<file path="src/rtl/sac_pkg.sv">
package sac_pkg;

    typedef enum logic [2:0] {
        S_BOOT      = 3'd0,
        S_PAR_HOLD  = 3'd1,
        S_PAR_TRACK = 3'd2,
        S_SER_SHIFT = 3'd3,
        S_SER_LATCH = 3'd4
    } sac_state_e;

endpackage

</file>
<file path="src/rtl/sac_edge_det.sv">
module sac_edge_det (
    input  logic clk,
    input  logic rst_n,
    input  logic sig,
    output logic rise
);
    logic sig_prev;

    always_ff @(posedge clk or negedge rst_n) begin
        if (!rst_n) sig_prev <= 1'b0;
        else        sig_prev <= sig;
    end

    assign rise = sig & ~sig_prev;

    // a detected edge cannot repeat on the next cycle without a low in between
    p_single_rise_r4: assert property (@(posedge clk) disable iff (!rst_n)
        rise |=> !rise);
endmodule

</file>
<file path="src/rtl/sac_shift.sv">
module sac_shift #(
    parameter int FRAME_W = 16
) (
    input  logic               clk,
    input  logic               rst_n,
    input  logic               shift_en,
    input  logic               din,
    output logic [FRAME_W-1:0] frame
);
    always_ff @(posedge clk or negedge rst_n) begin
        if (!rst_n)        frame <= '0;
        else if (shift_en) frame <= {din, frame[FRAME_W-1:1]};
    end

    // the frame is frozen whenever no shift is granted
    p_frame_frozen_r7: assert property (@(posedge clk) disable iff (!rst_n)
        !shift_en |=> $stable(frame));

    // a granted shift places the new bit at the top of the frame
    p_shift_in_r4: assert property (@(posedge clk) disable iff (!rst_n)
        shift_en |=> frame[FRAME_W-1] == $past(din));
endmodule

</file>
<file path="src/rtl/sac_addr_cmp.sv">
module sac_addr_cmp #(
    parameter int WORD_W = 8,
    parameter int ADDR_W = 3
) (
    input  logic [WORD_W-1:0] addr_word,
    input  logic [ADDR_W-1:0] strap,
    output logic              match
);
    logic low_eq;
    logic high_zero;

    assign low_eq = (addr_word[ADDR_W-1:0] == strap);

    generate
        if (WORD_W > ADDR_W) begin : g_upper
            assign high_zero = ~|addr_word[WORD_W-1:ADDR_W];
        end else begin : g_no_upper
            assign high_zero = 1'b1;
        end
    endgenerate

    assign match = low_eq & high_zero;
endmodule

</file>
<file path="src/rtl/sac_fsm.sv">
module sac_fsm
    import sac_pkg::*;
(
    input  logic       clk,
    input  logic       rst_n,
    input  logic       mode_serial,
    input  logic       le,
    output sac_state_e state_q,
    output logic       load_par,
    output logic       load_ser,
    output logic       shift_ok
);
    sac_state_e state_d;
    sac_state_e level_state;

    // State selected by the present mode and latch-enable levels
    always_comb begin
        if (mode_serial) level_state = le ? S_SER_LATCH : S_SER_SHIFT;
        else             level_state = le ? S_PAR_TRACK : S_PAR_HOLD;
    end

    always_ff @(posedge clk or negedge rst_n) begin
        if (!rst_n) state_q <= S_BOOT;
        else        state_q <= state_d;
    end

    // Next state: every state leaves to the level-selected state
    always_comb begin
        unique case (state_q)
            S_BOOT:      state_d = level_state;
            S_PAR_HOLD:  state_d = level_state;
            S_PAR_TRACK: state_d = level_state;
            S_SER_SHIFT: state_d = level_state;
            S_SER_LATCH: state_d = level_state;
            default:     state_d = S_BOOT;
        endcase
    end

    // Actions per transition
    always_comb begin
        load_par = 1'b0;
        load_ser = 1'b0;
        shift_ok = 1'b0;
        unique case (state_q)
            S_BOOT: begin
                // no action in the first cycle after reset
            end
            S_PAR_HOLD, S_PAR_TRACK, S_SER_SHIFT: begin
                load_par = (state_d == S_PAR_TRACK);
                load_ser = (state_d == S_SER_LATCH);
                shift_ok = (state_d == S_SER_SHIFT);
            end
            S_SER_LATCH: begin
                load_par = (state_d == S_PAR_TRACK);
                shift_ok = (state_d == S_SER_SHIFT);
            end
            default: begin
            end
        endcase
    end

    // boot lasts exactly one cycle
    p_boot_once_r9: assert property (@(posedge clk) disable iff (!rst_n)
        state_q == S_BOOT |=> state_q != S_BOOT);

    // a serial apply is a single-cycle event
    p_ser_pulse_r5: assert property (@(posedge clk) disable iff (!rst_n)
        load_ser |=> !load_ser);
endmodule

</file>
<file path="src/rtl/step_atten_ctrl.sv">
module step_atten_ctrl
    import sac_pkg::*;
#(
    parameter int STEP_W = 7,
    parameter int WORD_W = 8,
    parameter int ADDR_W = 3
) (
    input  logic              clk,
    input  logic              rst_n,
    input  logic              mode_serial,
    input  logic [STEP_W-1:0] par_bits,
    input  logic              le,
    input  logic              sclk,
    input  logic              sdata,
    input  logic [ADDR_W-1:0] strap_addr,
    output logic [WORD_W-1:0] atten_q,
    output logic              addr_miss
);
    localparam int FRAME_W = 2 * WORD_W;
    localparam int PAD_W   = WORD_W - STEP_W;
    localparam logic [WORD_W-1:0] MAX_CODE = {{PAD_W{1'b0}}, {STEP_W{1'b1}}};

    sac_state_e         fsm_state;
    logic               load_par;
    logic               load_ser;
    logic               shift_ok;
    logic               sclk_rise;
    logic [FRAME_W-1:0] frame;
    logic               addr_match;

    sac_fsm u_fsm (
        .clk        (clk),
        .rst_n      (rst_n),
        .mode_serial(mode_serial),
        .le         (le),
        .state_q    (fsm_state),
        .load_par   (load_par),
        .load_ser   (load_ser),
        .shift_ok   (shift_ok)
    );

    sac_edge_det u_sclk_edge (
        .clk  (clk),
        .rst_n(rst_n),
        .sig  (sclk),
        .rise (sclk_rise)
    );

    sac_shift #(.FRAME_W(FRAME_W)) u_shift (
        .clk     (clk),
        .rst_n   (rst_n),
        .shift_en(shift_ok & sclk_rise),
        .din     (sdata),
        .frame   (frame)
    );

    sac_addr_cmp #(.WORD_W(WORD_W), .ADDR_W(ADDR_W)) u_addr (
        .addr_word(frame[FRAME_W-1:WORD_W]),
        .strap    (strap_addr),
        .match    (addr_match)
    );

    always_ff @(posedge clk or negedge rst_n) begin
        if (!rst_n) begin
            atten_q   <= MAX_CODE;
            addr_miss <= 1'b0;
        end else begin
            if (load_par) begin
                atten_q <= {{PAD_W{1'b0}}, par_bits};
            end else if (load_ser && addr_match) begin
                atten_q <= frame[WORD_W-1:0];
            end
            if (load_ser) addr_miss <= ~addr_match;
        end
    end

    // latch-enable low means no change on the next edge
    p_hold_le_low_r2: assert property (@(posedge clk) disable iff (!rst_n)
        !le |=> $stable(atten_q));

    // parallel transparent tracking
    p_par_track_r3: assert property (@(posedge clk) disable iff (!rst_n)
        (!mode_serial && le && fsm_state != S_BOOT)
        |=> atten_q == {{PAD_W{1'b0}}, $past(par_bits)});

    // the miss flag only rises from a serial latch event
    p_miss_source_r6: assert property (@(posedge clk) disable iff (!rst_n)
        $rose(addr_miss) |-> $past(mode_serial && le));

    // in serial mode a held latch-enable does not change the output
    p_ser_le_held_r8: assert property (@(posedge clk) disable iff (!rst_n)
        (mode_serial && le && $past(mode_serial && le)) |=> $stable(atten_q));
endmodule

</file>
<file path="config.mk">
export PLATFORM = sky130hd
export DESIGN_NAME = step_atten_ctrl
export DESIGN_NICKNAME = d
export VERILOG_FILES = /design/src/rtl/sac_pkg.sv /design/src/rtl/sac_edge_det.sv /design/src/rtl/sac_shift.sv /design/src/rtl/sac_addr_cmp.sv /design/src/rtl/sac_fsm.sv /design/src/rtl/step_atten_ctrl.sv
export SDC_FILE = /design/constraint.sdc
export NUM_CORES = 1
export LEC_CHECK = 0
export ABC_AREA = 0
export ABC_CLOCK_PERIOD_IN_PS = 1800
export BUFFER_PORTS_ARGS = -buffer_cell sky130_fd_sc_hd__buf_2
export CORE_ASPECT_RATIO = 0.6
export CORE_MARGIN = 3
export CORE_UTILIZATION = 48
export DETAILED_ROUTE_END_ITERATION = 6
export PLACE_DENSITY = 0.8
export SLEW_MARGIN = 10
export SYNTH_ARGS = -nofsm -noshare
export SYNTH_HDL_FRONTEND = slang
export SYNTH_SLANG_ARGS = --single-unit
</file>
<file path="constraint.sdc">
create_clock -name clk -period 1.8 [get_ports clk]
set_clock_uncertainty 0.2 [all_clocks]
set_input_delay 0.18 -clock clk [delete_from_list [all_inputs] [get_ports clk]]
set_output_delay 0.18 -clock clk [all_outputs]
set_load 0.02 [all_outputs]
</file>
==> metrics <==
status=finished with violations; failing checks=negative setup slack; RSZ-0062 raised after global routing=yes; M3 GR Usage=0.0641; commonest cells in the synthesized netlist=dfrtp_1, mux2_4, a221o_1, and2_0, dfstp_2; Clk Latency, worst-skew pair=about 0.28 ns; worst hold path class=in2reg; CTS root buffer=clkbuf_8; clk slew on worst S/H paths=0.06 ns; clk sink count=29; post-layout util=0.663; M1 GR Usage=0.214; hold path start=par_bits[0]; Yosys reg bits=29; peak supply drop=~0.00054 V; Final #Nets=150; post-DP HPWL=between 1500 and 2000 um; highest clock rate=545 MHz; WS Path Type=reg2reg; area leader, netlist=dfrtp_1; final worst slack=-0.0347 ns; placed inst area=between 0.0015 and 0.002 mm^2; layout cells sized above 1=0.560; Power Dens Cells=roughly 990 mW/mm^2; Iter 0 DRT Violations=30; Post-synth EDFFs=0; Synth top area share=0.415; Die W=73.9 um; M2 GR Usage=0.264; initial antenna violation count=0; Core ar.=0.00257 mm^2; syn avg cell area=14.9 um^2; post-DR wirelength/cell=~15 um; cell row count=14; most frequent cell after synthesis=dfrtp_1; Via-to-Cell Ratio=roughly 5.2; first-pass GRT wire length=roughly 4100 um; Final period util=1.02; Layout fillers=roughly 200; syn_nets=approximately 110; Post-Synthesis Cells=89; Yosys cell types=27; Hold Slack=approximately 0.015 ns; Slew Viols, Final=0; GRT Residual Overflow=0; CTS Buf Count=5; Final Setup Violations=15; Synth warnings=0; Final Hold Vio Count=0; Slew headroom=0.582; min cycle time layout=1.83 ns; Post-Syn Area=about 0.0013 mm^2; total wire length=around 2500 um; FF-to-FF Start=u_fsm.state_q[0]$_DFF_PN0_; Total Routing Usage GR=0.168; IO Count=25; Worst-Margin Slew=around 0.63 ns; Starting Density=0.516; Crit Path Max Fanout=3; Arr. time, crit path=around 1.8 ns; clock buffer depth=2; Async SR Flop Fraction=1.00; worst setup path startpoint=u_fsm.state_q[0]$_DFF_PN0_; Placer Congestion=~0.74; H-tree depth=2; Antenna Cells=0; Area growth syn-to-layout=28.7%; Max Cap Violations=0; Layout Cells excl Fill=~170; vias=approximately 860; Synth area leaders=dfrtp_1, dfstp_2, mux2_4; antenna viol nets, final=0; DRC errors left=0; Buffers on Ports=24; startpoint types=flip-flop; Die H=about 47 um; Primary FF master, synth=dfrtp_1; CP Capture Type=flip-flop; placed instance count=150; vias in the first global route=around 940; Finished Cell Area=roughly 0.0017 mm^2; CP Data Required Time=about 1.8 ns; Lkg Pwr=~0.85 nW; Pre-antenna DRT Iters=4; sequential share of the synthesized area=0.553; CTS tree=done; die area=roughly 0.0035 mm^2; pin count of the biggest net entering global routing=30; grt peak-use layer=met2
==> worst max-delay path, stage by stage, from the launching register on <==
cell and delay (ns):
dfrtp_1 0.40, or3_1 0.36, and4b_1 0.21, nand3_4 0.09, buf_4 0.13, mux2_2 0.33
==> report_power, final <==
part / internal (mW) / switching (mW)
sequential: 0.767 / 0.0527
combinational: 0.169 / 0.185
clock: 0.266 / 0.256
==> layer usage <==
metal	wire, um	share of wire
met1	1190	0.47
met3	129	0.051
met2	1170	0.47
met4	19	0.0076
met5	0	0
==> final cells by class <==
class                           instances  area (um^2)  area share
Multi-Input combinational cell         57          577       0.338
Sequential cell                        29          734       0.430
Clock buffer                            5         68.8      0.0403
Timing Repair Buffer                   40          270       0.158
Clock inverter                          3         17.5      0.0103
Tap cell                               32         40.0      0.0234
==> worst paths after layout <==
| check | to | slack (ns) | cells past startpoint |
|---|---|---|---|
| min | atten_q[0]$_DFFE_PN1P_ | 0.02 | 3 |
| min in group asynchronous | u_shift.frame[10]$_DFFE_PN0P_ | 0.25 | 2 |
| max reg2reg | u_shift.frame[2]$_DFFE_PN0P_ | -0.03 | 5 |
| min reg2reg | addr_miss$_DFFE_PN0P_ | 0.29 | 2 |
| max in group asynchronous | u_shift.frame[1]$_DFFE_PN0P_ | 0.73 | 2 |
| max | u_shift.frame[2]$_DFFE_PN0P_ | -0.03 | 5 |
==> kinds of logic after synthesis <==
group	Yosys count	share of synthesized area
flops	29	0.553
simple gates	27	0.141
mux	17	0.172
compound gates	9	0.0773
xor+xnor	3	0.0198
buf+inv	3	0.0273
fa+ha+maj	1	0.00942
==> timing repair <==
action,CTS,global route
gates cloned,0,0
pin swaps,1,1
endpoints found under the setup margin,19,25
buffers inserted,3,1
gates resized for setup,5,3
hold buffers,4,0
endpoints found under the hold margin,25,0
==> state kept, by name (all words and copies together), names as in the netlist <==
signal and flops:
u_shift.frame 16, atten_q 8, u_fsm.state_q 3, u_sclk_edge.sig_prev 1, addr_miss 1
==> through the flow <==
| step | setup slack [ns] | total power [mW] | TNS (ns) |
|---|---|---|---|
| 2_1_floorplan | -0.0133 | 1.04 | -0.133 |
| 3_3_place_gp | -0.0423 | 1.15 | -0.527 |
| 3_5_place_dp | -0.0811 | 1.16 | -1.54 |
| 4_1_cts | -0.0418 | 1.70 | -0.450 |
| 5_1_grt | -0.0738 | 1.78 | -1.11 |
| 6_report | -0.0347 | 1.69 | -0.309 |
==> cell usage in the layout, fill, tap and decap left out, types with 2 or more instances in the layout <==
cell / count
buf_2: 24
dfrtp_1: 22
mux2_4: 14
buf_4: 9
and2_0: 7
a221o_1: 7
dfstp_2: 7
clkbuf_8: 5
nor2_1: 4
dlygate4sd3_1: 4
xor2_1: 3
and2_1: 2
mux2_2: 2
nor3_1: 2
nand2b_2: 2
clkinv_2: 2
buf_6: 2
No activity file was read; power rests on OpenSTA's default activity.
